File: src/rtl/pr_mod_pkg.sv
package pr_mod_pkg;
   // default command width and ring size of the block
   localparam int unsigned PR_CMD_W_DEF = 5;
   localparam int unsigned PR_RING_DEF  = 32;

   // which of the two tap chains a delay line instance plays
   typedef enum logic [0:0] {
      LINE_ONTIME = 1'b0,
      LINE_RACE   = 1'b1
   } line_role_e;
endpackage

File: src/rtl/pr_delay_line.sv
module pr_delay_line #(
   parameter int unsigned CMD_W = 5,
   parameter pr_mod_pkg::line_role_e ROLE = pr_mod_pkg::LINE_ONTIME
) (
   input  logic             clk,
   input  logic             rst,
   input  logic             flush,
   input  logic [CMD_W-1:0] sel,
   output logic             tap
);
   localparam int unsigned CELLS = 2 ** CMD_W;

   logic [CELLS-1:0] cell_q;

   // the first cell takes the start strobe; the strobe also empties the rest
   always_ff @(posedge clk) begin
      if (rst) cell_q[0] <= 1'b0;
      else     cell_q[0] <= flush;
   end

   for (genvar i = 1; i < CELLS; i++) begin : g_cell
      always_ff @(posedge clk) begin
         if (rst || flush) cell_q[i] <= 1'b0;
         else              cell_q[i] <= cell_q[i-1];
      end
   end

   assign tap = cell_q[sel];


   cells_onehot_chk: assert property (@(posedge clk) disable iff (rst)
      $onehot0(cell_q))
      else $error("delay line %0d holds more than one pulse", ROLE);
endmodule

File: src/rtl/pr_stage_pacer.sv
module pr_stage_pacer #(
   parameter int unsigned CMD_W = 5
) (
   input  logic             clk,
   input  logic             rst,
   input  logic             start,
   input  logic             run,
   input  logic [CMD_W-1:0] frq,
   output logic             step
);
   localparam int unsigned CW = CMD_W + 1;

   logic [CW-1:0] cnt_q;
   logic [CW-1:0] limit;

   // a pacing cycle is frq+2 ticks: one idle tick, then frq+1 advancing ticks
   assign limit = {1'b0, frq} + CW'(1);
   assign step  = run && (cnt_q != '0);

   always_ff @(posedge clk) begin
      if (rst || start)  cnt_q <= '0;
      else if (run)      cnt_q <= (cnt_q == limit) ? '0 : cnt_q + CW'(1);
   end


   pace_range_chk: assert property (@(posedge clk) disable iff (rst)
      run |-> (cnt_q <= limit))
      else $error("stage pacer count beyond its window");
endmodule

File: src/rtl/pr_race_ring.sv
module pr_race_ring #(
   parameter int unsigned CMD_W  = 5,
   parameter int unsigned STAGES = 32
) (
   input  logic             clk,
   input  logic             rst,
   input  logic             start,
   input  logic             launch,
   input  logic [CMD_W-1:0] frq,
   output logic             race_done
);
   localparam int unsigned RW = $clog2(STAGES);
   localparam logic [RW-1:0] LAST = RW'(STAGES - 1);

   logic [STAGES-1:0] latch_q, set_m, clr_m;
   logic [RW-1:0]     lead_q, trail_q, lead_nxt, trail_nxt;
   logic              racing_q, trail_on_q, step, fire;

   pr_stage_pacer #(.CMD_W(CMD_W)) u_pacer (
      .clk   (clk),
      .rst   (rst),
      .start (start),
      .run   (racing_q),
      .frq   (frq),
      .step  (step)
   );

   assign lead_nxt  = (lead_q  == LAST) ? '0 : lead_q  + RW'(1);
   assign trail_nxt = (trail_q == LAST) ? '0 : trail_q + RW'(1);
   assign fire      = racing_q && launch && !trail_on_q;

   // leading edge sets, trailing edge clears; clearing wins on the same stage
   always_comb begin
      set_m = '0;
      clr_m = '0;
      if (racing_q && step) set_m[lead_nxt] = 1'b1;
      if (fire)                          clr_m[0]         = 1'b1;
      else if (racing_q && trail_on_q)   clr_m[trail_nxt] = 1'b1;
   end

   assign race_done = racing_q && trail_on_q && (latch_q == '0);

   always_ff @(posedge clk) begin
      if (rst) begin
         latch_q    <= '0;
         lead_q     <= '0;
         trail_q    <= '0;
         racing_q   <= 1'b0;
         trail_on_q <= 1'b0;
      end else if (start) begin
         latch_q    <= {{(STAGES-1){1'b0}}, 1'b1};
         lead_q     <= '0;
         trail_q    <= '0;
         racing_q   <= 1'b1;
         trail_on_q <= 1'b0;
      end else begin
         latch_q <= (latch_q | set_m) & ~clr_m;
         if (racing_q && step) lead_q <= lead_nxt;
         if (fire) begin
            trail_on_q <= 1'b1;
            trail_q    <= '0;
         end else if (racing_q && trail_on_q) begin
            trail_q <= trail_nxt;
         end
         if (race_done) racing_q <= 1'b0;
      end
   end


   live_latch_chk: assert property (@(posedge clk) disable iff (rst)
      (racing_q && !trail_on_q) |-> (latch_q != '0))
      else $error("ring emptied before the trailing edge left");


   done_single_chk: assert property (@(posedge clk) disable iff (rst)
      race_done |=> !race_done)
      else $error("end of race held for two cycles");
endmodule

File: src/rtl/pulse_race_modulator.sv
module pulse_race_modulator #(
   parameter int unsigned CMD_W       = pr_mod_pkg::PR_CMD_W_DEF,
   parameter int unsigned RING_STAGES = pr_mod_pkg::PR_RING_DEF,
   parameter bit          SHARE_CHAIN = 1'b0
) (
   input  logic             clk,
   input  logic             rst,
   input  logic [CMD_W-1:0] ton_cmd,
   input  logic [CMD_W-1:0] frq_cmd,
   output logic             gate_drv,
   output logic             sys_clk,
   output logic             cyc_start
);
   localparam int unsigned TAPS = 2 ** CMD_W;

   if (CMD_W < 1 || CMD_W > 8) begin : g_bad_width
      $error("CMD_W must lie in 1..8");
   end
   if (RING_STAGES < TAPS || RING_STAGES < 2) begin : g_bad_ring
      $error("ring needs at least as many stages as delay taps");
   end

   logic             boot_q, trig_q, gate_q, sysclk_q;
   logic [CMD_W-1:0] ton_l, frq_l;
   logic             tap_a, tap_b, eor;

   if (SHARE_CHAIN) begin : g_shared
      pr_delay_line #(.CMD_W(CMD_W), .ROLE(pr_mod_pkg::LINE_ONTIME)) u_line (
         .clk (clk), .rst (rst), .flush (trig_q), .sel (ton_l), .tap (tap_a)
      );
      assign tap_b = tap_a;
   end else begin : g_split
      pr_delay_line #(.CMD_W(CMD_W), .ROLE(pr_mod_pkg::LINE_ONTIME)) u_on_line (
         .clk (clk), .rst (rst), .flush (trig_q), .sel (ton_l), .tap (tap_a)
      );
      pr_delay_line #(.CMD_W(CMD_W), .ROLE(pr_mod_pkg::LINE_RACE)) u_race_line (
         .clk (clk), .rst (rst), .flush (trig_q), .sel (ton_l), .tap (tap_b)
      );
   end

   pr_race_ring #(.CMD_W(CMD_W), .STAGES(RING_STAGES)) u_ring (
      .clk       (clk),
      .rst       (rst),
      .start     (trig_q),
      .launch    (tap_b),
      .frq       (frq_l),
      .race_done (eor)
   );

   always_ff @(posedge clk) begin
      if (rst) begin
         boot_q   <= 1'b1;
         trig_q   <= 1'b0;
         gate_q   <= 1'b0;
         sysclk_q <= 1'b0;
         ton_l    <= '0;
         frq_l    <= '0;
      end else begin
         boot_q <= 1'b0;
         trig_q <= boot_q | eor;
         if (trig_q) begin
            ton_l    <= ton_cmd;
            frq_l    <= frq_cmd;
            gate_q   <= 1'b1;
            sysclk_q <= 1'b1;
         end else begin
            if (tap_a) gate_q   <= 1'b0;
            if (eor)   sysclk_q <= 1'b0;
         end
      end
   end

   assign gate_drv  = gate_q;
   assign sys_clk   = sysclk_q;
   assign cyc_start = trig_q;


   start_pulse_chk: assert property (@(posedge clk) disable iff (rst)
      cyc_start |=> !cyc_start)
      else $error("start strobe wider than one cycle");


   gate_open_chk: assert property (@(posedge clk) disable iff (rst)
      cyc_start |=> gate_drv)
      else $error("gate did not open after the strobe");


   gate_closed_chk: assert property (@(posedge clk) disable iff (rst)
      cyc_start |-> !gate_drv)
      else $error("gate still high when the next cycle starts");


   clk_low_chk: assert property (@(posedge clk) disable iff (rst)
      $fell(sys_clk) |-> cyc_start)
      else $error("loop clock fell outside a strobe");


   clk_excl_chk: assert property (@(posedge clk) disable iff (rst)
      sys_clk |-> !cyc_start)
      else $error("loop clock high during a strobe");
endmodule

File: config.mk
export PLATFORM = sky130hd
export DESIGN_NAME = pulse_race_modulator
export DESIGN_NICKNAME = d
export VERILOG_FILES = /design/src/rtl/pr_mod_pkg.sv /design/src/rtl/pr_delay_line.sv /design/src/rtl/pr_stage_pacer.sv /design/src/rtl/pr_race_ring.sv /design/src/rtl/pulse_race_modulator.sv
export SDC_FILE = /design/constraint.sdc
export NUM_CORES = 1
export LEC_CHECK = 0
export BUFFER_PORTS_ARGS = -buffer_cell sky130_fd_sc_hd__buf_2
export CORE_MARGIN = 5
export CORE_UTILIZATION = 55
export DETAILED_ROUTE_END_ITERATION = 8
export PLACE_DENSITY = 0.75
export SLEW_MARGIN = 20
export SYNTH_ARGS = -nofsm -noshare
export SYNTH_HDL_FRONTEND = slang
export SYNTH_SLANG_ARGS = --single-unit
export TNS_END_PERCENT = 30
File: constraint.sdc
create_clock -name clk -period 2 [get_ports clk]
set_clock_uncertainty 0.05 [all_clocks]
set_input_delay 0 -clock clk [delete_from_list [all_inputs] [get_ports clk]]
set_output_delay 0 -clock clk [all_outputs]
set_load 0.02 [all_outputs]
# [Word-level counts from Yosys, hierarchy flattened]
# Index checks and enable logic that the tools add are counted.
[classes] div=0 magnitude_cmp=5 n_reduce_logical=16 muxes=19 n_eq_ne=3 mul=0 addsub=4 shift=0 n_bitwise=4
[op_table] operator="two-way mux 32 bit" count=2
[op_table] operator="AND 32 bit" count=1
[op_table] operator="logical NOT 32 bit" count=1
[op_table] operator="inverter 32 bit" count=1
[op_table] operator="bitwise OR 32 bit" count=1
[op_table] operator="two-way mux 31 bit" count=1
[op_table] operator="< comparator 5 x 6 -> 1 bit (second input constant)" count=3
[op_table] operator="adder 5 x 1 -> 5 bit (second input constant)" count=2
[op_table] operator="demux 1 bit (select 5 bit)" count=2
[op_table] operator="== test 5 bit (second input constant)" count=2
[op_table] operator=">= comparator 5 x 1 -> 1 bit (second input constant)" count=2
[op_table] operator="two-way mux 1 bit" count=10
[op_table] operator="two-way mux 5 bit" count=2
[op_table] operator="logical AND 1 bit" count=8
[op_table] operator="adder 5 x 1 -> 6 bit (second input constant)" count=1
[op_table] operator="adder 6 x 1 -> 6 bit (second input constant)" count=1
[op_table] operator="== test 6 bit" count=1
[op_table] operator="two-way mux 6 bit" count=1
[op_table] operator="nonzero test 6 bit" count=1
[op_table] operator="binary-select mux 1 bit (select 5 bit)" count=1
[op_table] operator="nonzero test 2 bit" count=2
[op_table] operator="OR reduction 3 bit" count=1
[op_table] operator="OR reduction 2 bit" count=1
[op_table] operator="logical NOT 1 bit" count=1
[op_table] operator="2 further kinds" count=2
[word_totals] mem_bits_rw=0 word_cells=95 mem_count=0 latch_bits=0 mem_bits_ro=0 output_inout_bits=3 in_bits=12 reg_bits=95

# [Logic depth before layout (Yosys ltp)]
# Gate-level depths: netlist (run 1).
[depth] word_depth=11 ltp_mapped=9 mapped_depth_nobuf=9

# [Hierarchy]
# A second synthesis (run 1) with hierarchy kept.
[hier_totals] cells_unflattened=559 area_unflattened_um2=5540.3
[modules_own_cells] mod="pr_delay_line" seq_area_each_um2=640.6 area_per_inst_um2=1186.1 n_inst=2 cells_per_inst=109
[modules_own_cells] mod="pr_race_ring" seq_area_each_um2=880.8 area_per_inst_um2=2222.1 n_inst=1 cells_per_inst=242
[modules_own_cells] mod="pr_stage_pacer" seq_area_each_um2=120.1 area_per_inst_um2=478.0 n_inst=1 cells_per_inst=56
[modules_own_cells] mod="pulse_race_modulator" seq_area_each_um2=280.3 area_per_inst_um2=467.9 n_inst=1 cells_per_inst=43

# [Worst setup path after synthesis (run 1)]
# No wires, ideal clock.
[synth_timing] path_kind="flip-flop to flip-flop" startpoint="register u_ring.lead_q[0]" endpoint="register u_ring.latch_q[0]" period_less_slack_ns=2.048 path_slack_ns=-0.048 setup_time_ns=0.069 required_ns=1.881 stages_incl_launch_ff=10 arrival_ns=1.929 n_path_buf=0 cell_sequence="dfxtp_1 ha_1 and3_1 ha_1 nor2b_1 mux2_4 nor3_4 a21oi_1 a211o_1 o21ai_1"
[synth_between] elab_chain_cells=10 elab_cells_between_ends=12 classes_between="1 x add/sub; 2 x order compare; 1 x eq/ne; 5 x mux; 2 x bitwise; 1 x reduce/logical"
[synth_rtl] element="from (decl)" line_no="pr_race_ring.sv:16" rtl="logic [RW-1:0] lead_q, trail_q, lead_nxt, trail_nxt;"
[synth_rtl] element="from (signal assigned)" line_no="pr_race_ring.sv:58" rtl="if (racing_q && step) lead_q <= lead_nxt;"
[synth_rtl] element="adder 5 x 1 -> 5 bit / == test 5 bit (equally long branches)" line_no="pr_race_ring.sv:28" rtl="assign lead_nxt = (lead_q == LAST) ? '0 : lead_q + RW'(1);"
[synth_rtl] element="two-way mux 5 bit (*)" line_no="pr_race_ring.sv:28"
[synth_rtl] element="< comparator 5 x 6 -> 1 bit (implied by the code) / >= comparator 5 x 1 -> 1 bit (equally long branches)" line_no="pr_race_ring.sv:36" rtl="if (racing_q && step) set_m[lead_nxt] = 1'b1;"
[synth_rtl] element="logical AND 1 bit (implied by the code)" line_no="pr_race_ring.sv:36"
[synth_rtl] element="two-way mux 1 bit (implied by the code)" line_no="pr_race_ring.sv:36"
[synth_rtl] element="demux 1 bit (select 5 bit) (*)"
[synth_rtl] element="two-way mux 32 bit (*)" line_no="pr_race_ring.sv:36"
[synth_rtl] element="bitwise OR 32 bit (*)" line_no="pr_race_ring.sv:57" rtl="latch_q <= (latch_q | set_m) & ~clr_m;"
[synth_rtl] element="AND 32 bit (*)" line_no="pr_race_ring.sv:57"
[synth_rtl] element="two-way mux 1 bit (*)" line_no="pr_race_ring.sv:50" rtl="end else if (start) begin"
[synth_rtl] element="to (signal assigned)" line_no="pr_race_ring.sv:51" rtl="latch_q <= {{(STAGES-1){1'b0}}, 1'b1};"
[synth_rtl] element="to (signal assigned)" line_no="pr_race_ring.sv:57"
[synth_rtl] element="to (decl)" line_no="pr_race_ring.sv:15" rtl="logic [STAGES-1:0] latch_q, set_m, clr_m;"
# Mark *: on every way between the ends. The rest lies on a longest branch, timed or not.
# A chain may end at the register's enable or synchronous reset.

# [Final worst setup path (run 1)]
[layout_timing] startpoint="register u_ring.lead_q[1]" endpoint="register u_ring.latch_q[0]"
# Same word-level chain as after synthesis.

==> results of run 1 <==
worst max-delay path, stage by stage, from the launching register on:
cell and delay (ps):
dfxtp_2 370, ha_4 130, and3_4 180, ha_4 170, nor2b_2 70, mux2_4 310, nor3_4 220, a21oi_2 80
a211o_1 230, o21ai_1 120
cells in the final DEF (no fill, tap or decap), types with 6 or more instances in the layout:
cell,count
nor2_2,6
nor4_1,12
nand2b_1,6
clkbuf_8,10
a21oi_1,35
mux2i_1,30
buf_2,14
nand3_1,14
dlygate4sd3_1,21
dfxtp_1,92
inv_1,9
ha_1,9
nor3_1,14
xor2_1,8
buf_4,31
a211oi_1,24
and2_1,33
nor2_1,41
o221a_2,8
nand2_1,20
final cells by class:
class	count	area, µm²
flip-flops and latches	95	1906
clock buffers	10	137.6
well taps	99	123.9
diodes	1	2.502
multi-input cells	312	2143
clock inverters	6	76.32
inverters	10	37.54
repair buffers	67	524.3
fillers	576	2302
power by group through the flow:
stage          clock [µW]  combinational (µW)  sequential (µW)
2_1_floorplan           0                 131             1980
3_3_place_gp            0                 187             1980
3_5_place_dp            0                 191             1980
4_1_cts              1340                 222             1930
5_1_grt              1440                 256             1940
6_report             1320                 235             1940
repair_timing:
action / CTS / global route
buffers inserted: 1 / 2
resized for setup: 4 / 19
hold buffers: 21 / 0
pin swaps: 2 / 15
endpoints found under the hold margin: 13 / 0
endpoints found under the setup margin: 12 / 38
Yosys cell counts (6+ instances only):
| cell | n | area share [%] |
|---|---|---|
| dfxtp_1 | 95 | 46 |
| nor3_1 | 15 | 1.8 |
| nor2_1 | 47 | 4.3 |
| nand3_1 | 14 | 1.7 |
| mux2i_1 | 30 | 7.3 |
| clkbuf_1 | 15 | 1.4 |
| nand2_1 | 20 | 1.8 |
| and2_1 | 34 | 5.2 |
| nor4_1 | 12 | 1.8 |
| a21oi_1 | 38 | 4.6 |
| nand2b_1 | 6 | 0.91 |
| a211oi_1 | 27 | 4.9 |
| inv_1 | 9 | 0.82 |
| ha_1 | 11 | 3.3 |
| o221a_2 | 8 | 2.2 |
| xor2_1 | 8 | 1.7 |
path summary, 6_finish.rpt:
path / cells after the start / endpoint / slack (ps)
hold / removal: 1 / g_split.u_on_line.cell_q[15] / 410
hold reg to reg: 1 / g_split.u_on_line.cell_q[15] / 410
setup / recovery: 9 / u_ring.latch_q[0] / -10
setup reg to reg: 9 / u_ring.latch_q[0] / -10
metal layers:
layer	track usage, %	routed length (µm)
met3	4.648	288
met5	0	0
met1	26.89	4230
met4	9.229	229
met2	39.14	4864
metrics by stage:
stage / hold slack [ps] / cells / utilization [%]
floorplan: -22.28 / 443 / -
global placement: 183.0 / 559 / 60.77
detailed placement: 192.4 / 559 / 60.77
CTS: 411.8 / 597 / 67.00
global route: 435.4 / 599 / 68.22
finish: 414.4 / 600 / 68.26
registers in the layout, indices dropped and copies added, names as in the netlist:
signal                      cells
u_ring.trail_q                  5
u_ring.racing_q                 1
cyc_start                       1
u_ring.lead_q                   5
u_ring.u_pacer.cnt_q            6
u_ring.latch_q                 32
u_ring.trail_on_q               1
ton_l                           5
g_split.u_race_line.cell_q      1
boot_q                          1
frq_l                           5
gate_drv                        1
g_split.u_on_line.cell_q       31
logic make-up (layout without fill, tap and decap cells):
group,count (synthesis),after routing,share of synthesized area (%)
simple gates,170,170,21.45
flops,95,95,46.26
compound gates,89,89,14.97
buf+inv,36,93,3.956
mux,31,31,7.669
fa+ha+maj,11,11,3.347
xor+xnor,11,11,2.343
other cells,0,1,0
==> results.md, run 1 <==
* Cells after Synth at 443
* Final instance area at 4951 µm²
* Synthesized area at 4111 µm²
* FF+latch count, synth at 95
* Max Slew Vio Count at 0
* Worst r2r src: u_ring.lead_q[1]
* FP Rows at 31
* Clock Tree Root: clkbuf_8
* Max Cap Violations at 0
* Number of synthesized flops with an enable pin at 0
* Gr usage total at 22.47%
* Vias at 3362
* Ports at 15
* Sequential area share after synthesis at 46.26%
* First-pass GRT wire length at 16070 µm
* FMAX at 497.5 MHz
* Largest net degree at the start of global routing at 41
* Starting density of the core at 56.68%
* Area Overhead vs Synth at 20.42%
* Die height at 96.46 µm
* WP data required at 2250 ps
* Hold Crit Class: flip-flop to flip-flop
* Nets@finish at 518
* Reg power frac at 55.4%
* DRT Wirelength at 9612 µm
* DPL Wire Length at 6271 µm
* VDD IR max at 0.5432 mV
* Final hold vios at 0
* Avg WL per Cell at 16.02 µm
* Final min period at 2010 ps
* Final ANT Viol Nets at 0
* DRC viols at 0
* Switch Pwr at 843.7 µW
* Setup_tns at -9.853 ps
* Die Width at 96.46 µm
* Ys flop type: dfxtp_1
* CP Max Fanout at 6
* Num CTS Buffers at 9
* Final period util at 100.5%
* Core ar. at 7253 µm²
* Clk network pwr share at 37.9%
* Setup crit start kind: flip-flop
* Worst-path clk slew at 100 ps
* Pwr dens at 705.9 nW/µm²
* Combinational Power Share at 6.7%
* Clock tree buffer depth at 2
* RSZ-0062 raised after global routing: yes
* Worst slew pin tran at 715.0 ps
* Final WS setup at -9.853 ps
* H-tree depth at 3
* Setup Crit Path Kind: flip-flop to flip-flop
* Setup crit start: u_ring.lead_q[1]
* Synth warnings at 0
* Initial antenna violation count at 0
* Arrival @ worst endpoint at 2260 ps
* Layout cells sized above 1 at 20.20%
* Vias in the first global route at 3351
* Syn Nets at 466
* Router iterations before antenna repair at 4
* Sw Ratio at 24.14%
* Int Power at 2651 µW
* Relative slew slack at 52.33%
* CTS tree: done
* Clock Sink Count at 95
* Initial DRC count at 205
* Status: complete, but fails checks
* Total power at 3495 µW
* Async S/R FF share, synth at 0%
* GPL Wtd Cong at 0.8561
* Dpl ws at -97.18 ps
* IO buf count at 14
* Failing checks: negative setup slack
* Final setup viols at 1
* Unique masters post-synth at 46
* P_leak at 0.001907 µW
* Via/cell ratio at 5.603
* Worst setup EP type: flip-flop
* Area after DPL at 4408 µm²
* Worst-Skew Late Latency at 370 ps
* Grt total ovfl at 0
* Die ar. at 9305 µm²
* Post-Syn Area per Cell at 9.281 µm²
* Hold_sp: g_split.u_on_line.cell_q[14]
Power figures use the tool's default switching activity.
==> run 2, diff against run 1 <==
PLACE_DENSITY = 0.72   (was 0.75)
clock period = 2.44 ns   (was 2 ns; I/O delays follow)
==> run 2 against run 1 <==
Net effect:
- worst setup slack improved by 180 ps
- cell count shrank 3.7%
- the run now ends clean
- first-iteration DRC count is 18% higher
- core utilization decreased by 3.3 points
- sequential power decreased by 18%
- clock power decreased by 12%
- critical endpoint unchanged
- power down 16%
- largest power group unchanged
- worst hold slack worse by 11 ps
- non-clock buffer count decreased by 21
- register-to-register slack better by 180 ps
- die area is the same
- flip-flop and latch count did not move
==> results.md, run 2 (synthesis gave the netlist of run 1 again) <==
* VDD IR max at 0.4712 mV (was 0.5432 mV)
* Setup Crit Path Kind: flip-flop to flip-flop (unchanged)
* Hold slack at 403.4 ps (was 414.4 ps)
* Worst-path clk slew at 100 ps (about the same)
* Post-CTS setup buffers at 0 (was 1)
* Reg power frac at 54.4% (was 55.4%)
* Arrival @ worst endpoint at 2510 ps (was 2260 ps)
* RSZ-0062 raised after global routing: yes (unchanged)
* Clock tree buffer depth at 2 (unchanged)
* Clock Tree Root: clkbuf_8 (unchanged)
* H-tree depth at 3 (unchanged)
* GPL Wtd Cong at 0.8199 (was 0.8561)
* Starting density of the core at 56.68% (unchanged)
* Setup crit start: u_ring.lead_q[1] (unchanged)
* Via/cell ratio at 5.528 (was 5.603)
* IO buf count at 14 (unchanged)
* Worst-Skew Late Latency at 360 ps (was 370 ps)
* Hold Crit Class: flip-flop to flip-flop (unchanged)
* Crit-path most repeated cell: ha_1 (was ha_4)
* DPL Wire Length at 5859 µm (was 6271 µm)
* DRC viols at 0 (unchanged)
* N_diodes at 0 (was 1)
* Setup crit start kind: flip-flop (unchanged)
* First-pass GRT wire length at 15550 µm (was 16070 µm)
* Worst slew pin tran at 547.5 ps (was 715.0 ps)
* Die height at 96.46 µm (unchanged)
* Initial DRC count at 241 (was 205)
* Vias at 3195 (was 3362)
* FILL cells at 616 (was 576)
* Avg WL per Cell at 15.37 µm (was 16.02 µm)
* P_leak at 0.001802 µW (was 0.001907 µW)
* Router iterations before antenna repair at 4 (unchanged)
* Initial antenna violation count at 0 (unchanged)
* Largest registers: u_ring.latch_q (32), g_split.u_on_line.cell_q (31), u_ring.u_pacer.cnt_q (6) (unchanged)
* Max Cap Violations at 0 (unchanged)
* CP peak stage delay at 420 ps (was 370 ps)
* Die Width at 96.46 µm (unchanged)
* Int Power at 2236 µW (was 2651 µW)
* Final period util at 92.92% (was 100.5%)
* Multi-input gate area at 2059 µm² (was 2143 µm²)
* Slowest CP cell: dfxtp_1 (was dfxtp_2)
* DRT Wirelength at 8882 µm (was 9612 µm)
* CP Max Fanout at 6 (unchanged)
* WP data required at 2680 ps (was 2250 ps)
* Num CTS Buffers at 9 (unchanged)
* Largest net degree at the start of global routing at 41 (unchanged)
* Most frequent cells in the layout: dfxtp_1, nor2_1, a21oi_1 (unchanged)
* Final WS setup at 172.7 ps (was -9.853 ps)
* Reg with most FFs: u_ring.latch_q (unchanged)
* Gr usage total at 21.42% (was 22.47%)
* FMAX at 441.0 MHz (was 497.5 MHz)
* CP Buf/Inv Count at 0 (unchanged)
* FP Rows at 31 (unchanged)
* CTS tree: done (unchanged)
* Area Overhead vs Synth at 14.67% (was 20.42%)
* Ports at 15 (unchanged)
* Relative slew slack at 63.22% (was 52.33%)
* Placed Cells incl. Taps at 541 (was 559)
* Most common cell after layout, fill and taps aside: dfxtp_1 (unchanged)
* Final non-filler cell total at 578 (was 600)
* Die ar. at 9305 µm² (unchanged)
* Clock Sink Count at 95 (unchanged)
* Worst r2r src: u_ring.lead_q[1] (unchanged)
* Core ar. at 7253 µm² (unchanged)
* Final min period at 2267 ps (was 2010 ps)
* Largest register FFs at 32 (unchanged)
* Sw Ratio at 23.54% (was 24.14%)
* Pwr dens at 620.2 nW/µm² (was 705.9 nW/µm²)
* Switch Pwr at 688.2 µW (was 843.7 µW)
* Layout cells sized above 1 at 12.53% (was 20.20%)
* Hold_sp: boot_q (was g_split.u_on_line.cell_q[14])
* Setup_tns at 0 ps (was -9.853 ps)
* Vias in the first global route at 3201 (was 3351)
* Worst setup EP type: flip-flop (unchanged)
* Final setup viols at 0 (was 1)
* Grt total ovfl at 0 (unchanged)
* Dpl ws at 189.2 ps (was -97.18 ps)
* Final hold vios at 0 (unchanged)
* Nets@finish at 497 (was 518)
* CP delay by family, top: simple AND/OR/NAND/NOR gates (unchanged)
* Register area at 1903 µm² (was 1906 µm²)
* Combinational Power Share at 5.8% (was 6.7%)
* Max Slew Vio Count at 0 (unchanged)
* Status: finished, final reports clean (was complete, but fails checks)
* Clk network pwr share at 39.7% (was 37.9%)
* Final ANT Viol Nets at 0 (unchanged)
* CP Cell Sequence: ha_1, and3_1, ha_1, nor2b_1, mux2_4, nor3_4, a21oi_1, a211o_1, o21ai_1 (was ha_4, and3_4, ha_4, nor2b_2, mux2_4, nor3_4, a21oi_2, a211o_1, o21ai_1)
run 2: final timing paths:
check                            to  slack [ps]  cells past startpoint
setup / recovery  u_ring.latch_q[0]         170                      9
hold / removal            cyc_start         400                      2
setup reg to reg  u_ring.latch_q[0]         170                      9
hold reg to reg           cyc_start         400                      2
run 2: timing repair:
action / in CTS / in global routing
hold endpoints to repair: 13 / 0
hold buffers: 21 / 0
gates resized for setup: 0 / 3
setup endpoints to repair: 0 / 9
run 2: layer usage:
metal	share of wire (%)	track usage (%)	wire (µm)	vias up
met5	0	0	0	-
met4	1.4	6.776	121	0
met3	3.9	4.260	342	11
met2	49	36.38	4321	52
met1	46	27.36	4097	1515
li1	-	-	-	1617
run 2: tightest hold or removal path, cell delays in order (launching register included):
cell and delay, ps:
dfxtp_1 320, nor2_1 40, nor2_1 60
run 2: power by group through the flow:
stage | clock, µW | sequential [µW] | combinational, µW
6_report | 1160 | 1590 | 170
4_1_cts | 1170 | 1590 | 167
2_1_floorplan | 0 | 1620 | 108
5_1_grt | 1250 | 1600 | 190
3_3_place_gp | 0 | 1630 | 139
3_5_place_dp | 0 | 1630 | 142
run 2: metrics by stage:
step           power, µW  util, %  instance area (µm²)
2_1_floorplan       1730        -                 4111
3_5_place_dp        1769    58.81                 4265
3_3_place_gp        1765    58.81                 4265
4_1_cts             2932    64.84                 4703
5_1_grt             3039    65.00                 4715
6_report            2924    65.00                 4715
run 2: cell type report:
class	count	area share (%)
Multi-Input combinational cell	312	43.68
Sequential cell	95	40.37
Timing Repair Buffer	46	7.696
Clock buffer	9	2.627
Tap cell	99	2.627
Clock inverter	7	2.203
Inverter	10	0.7962
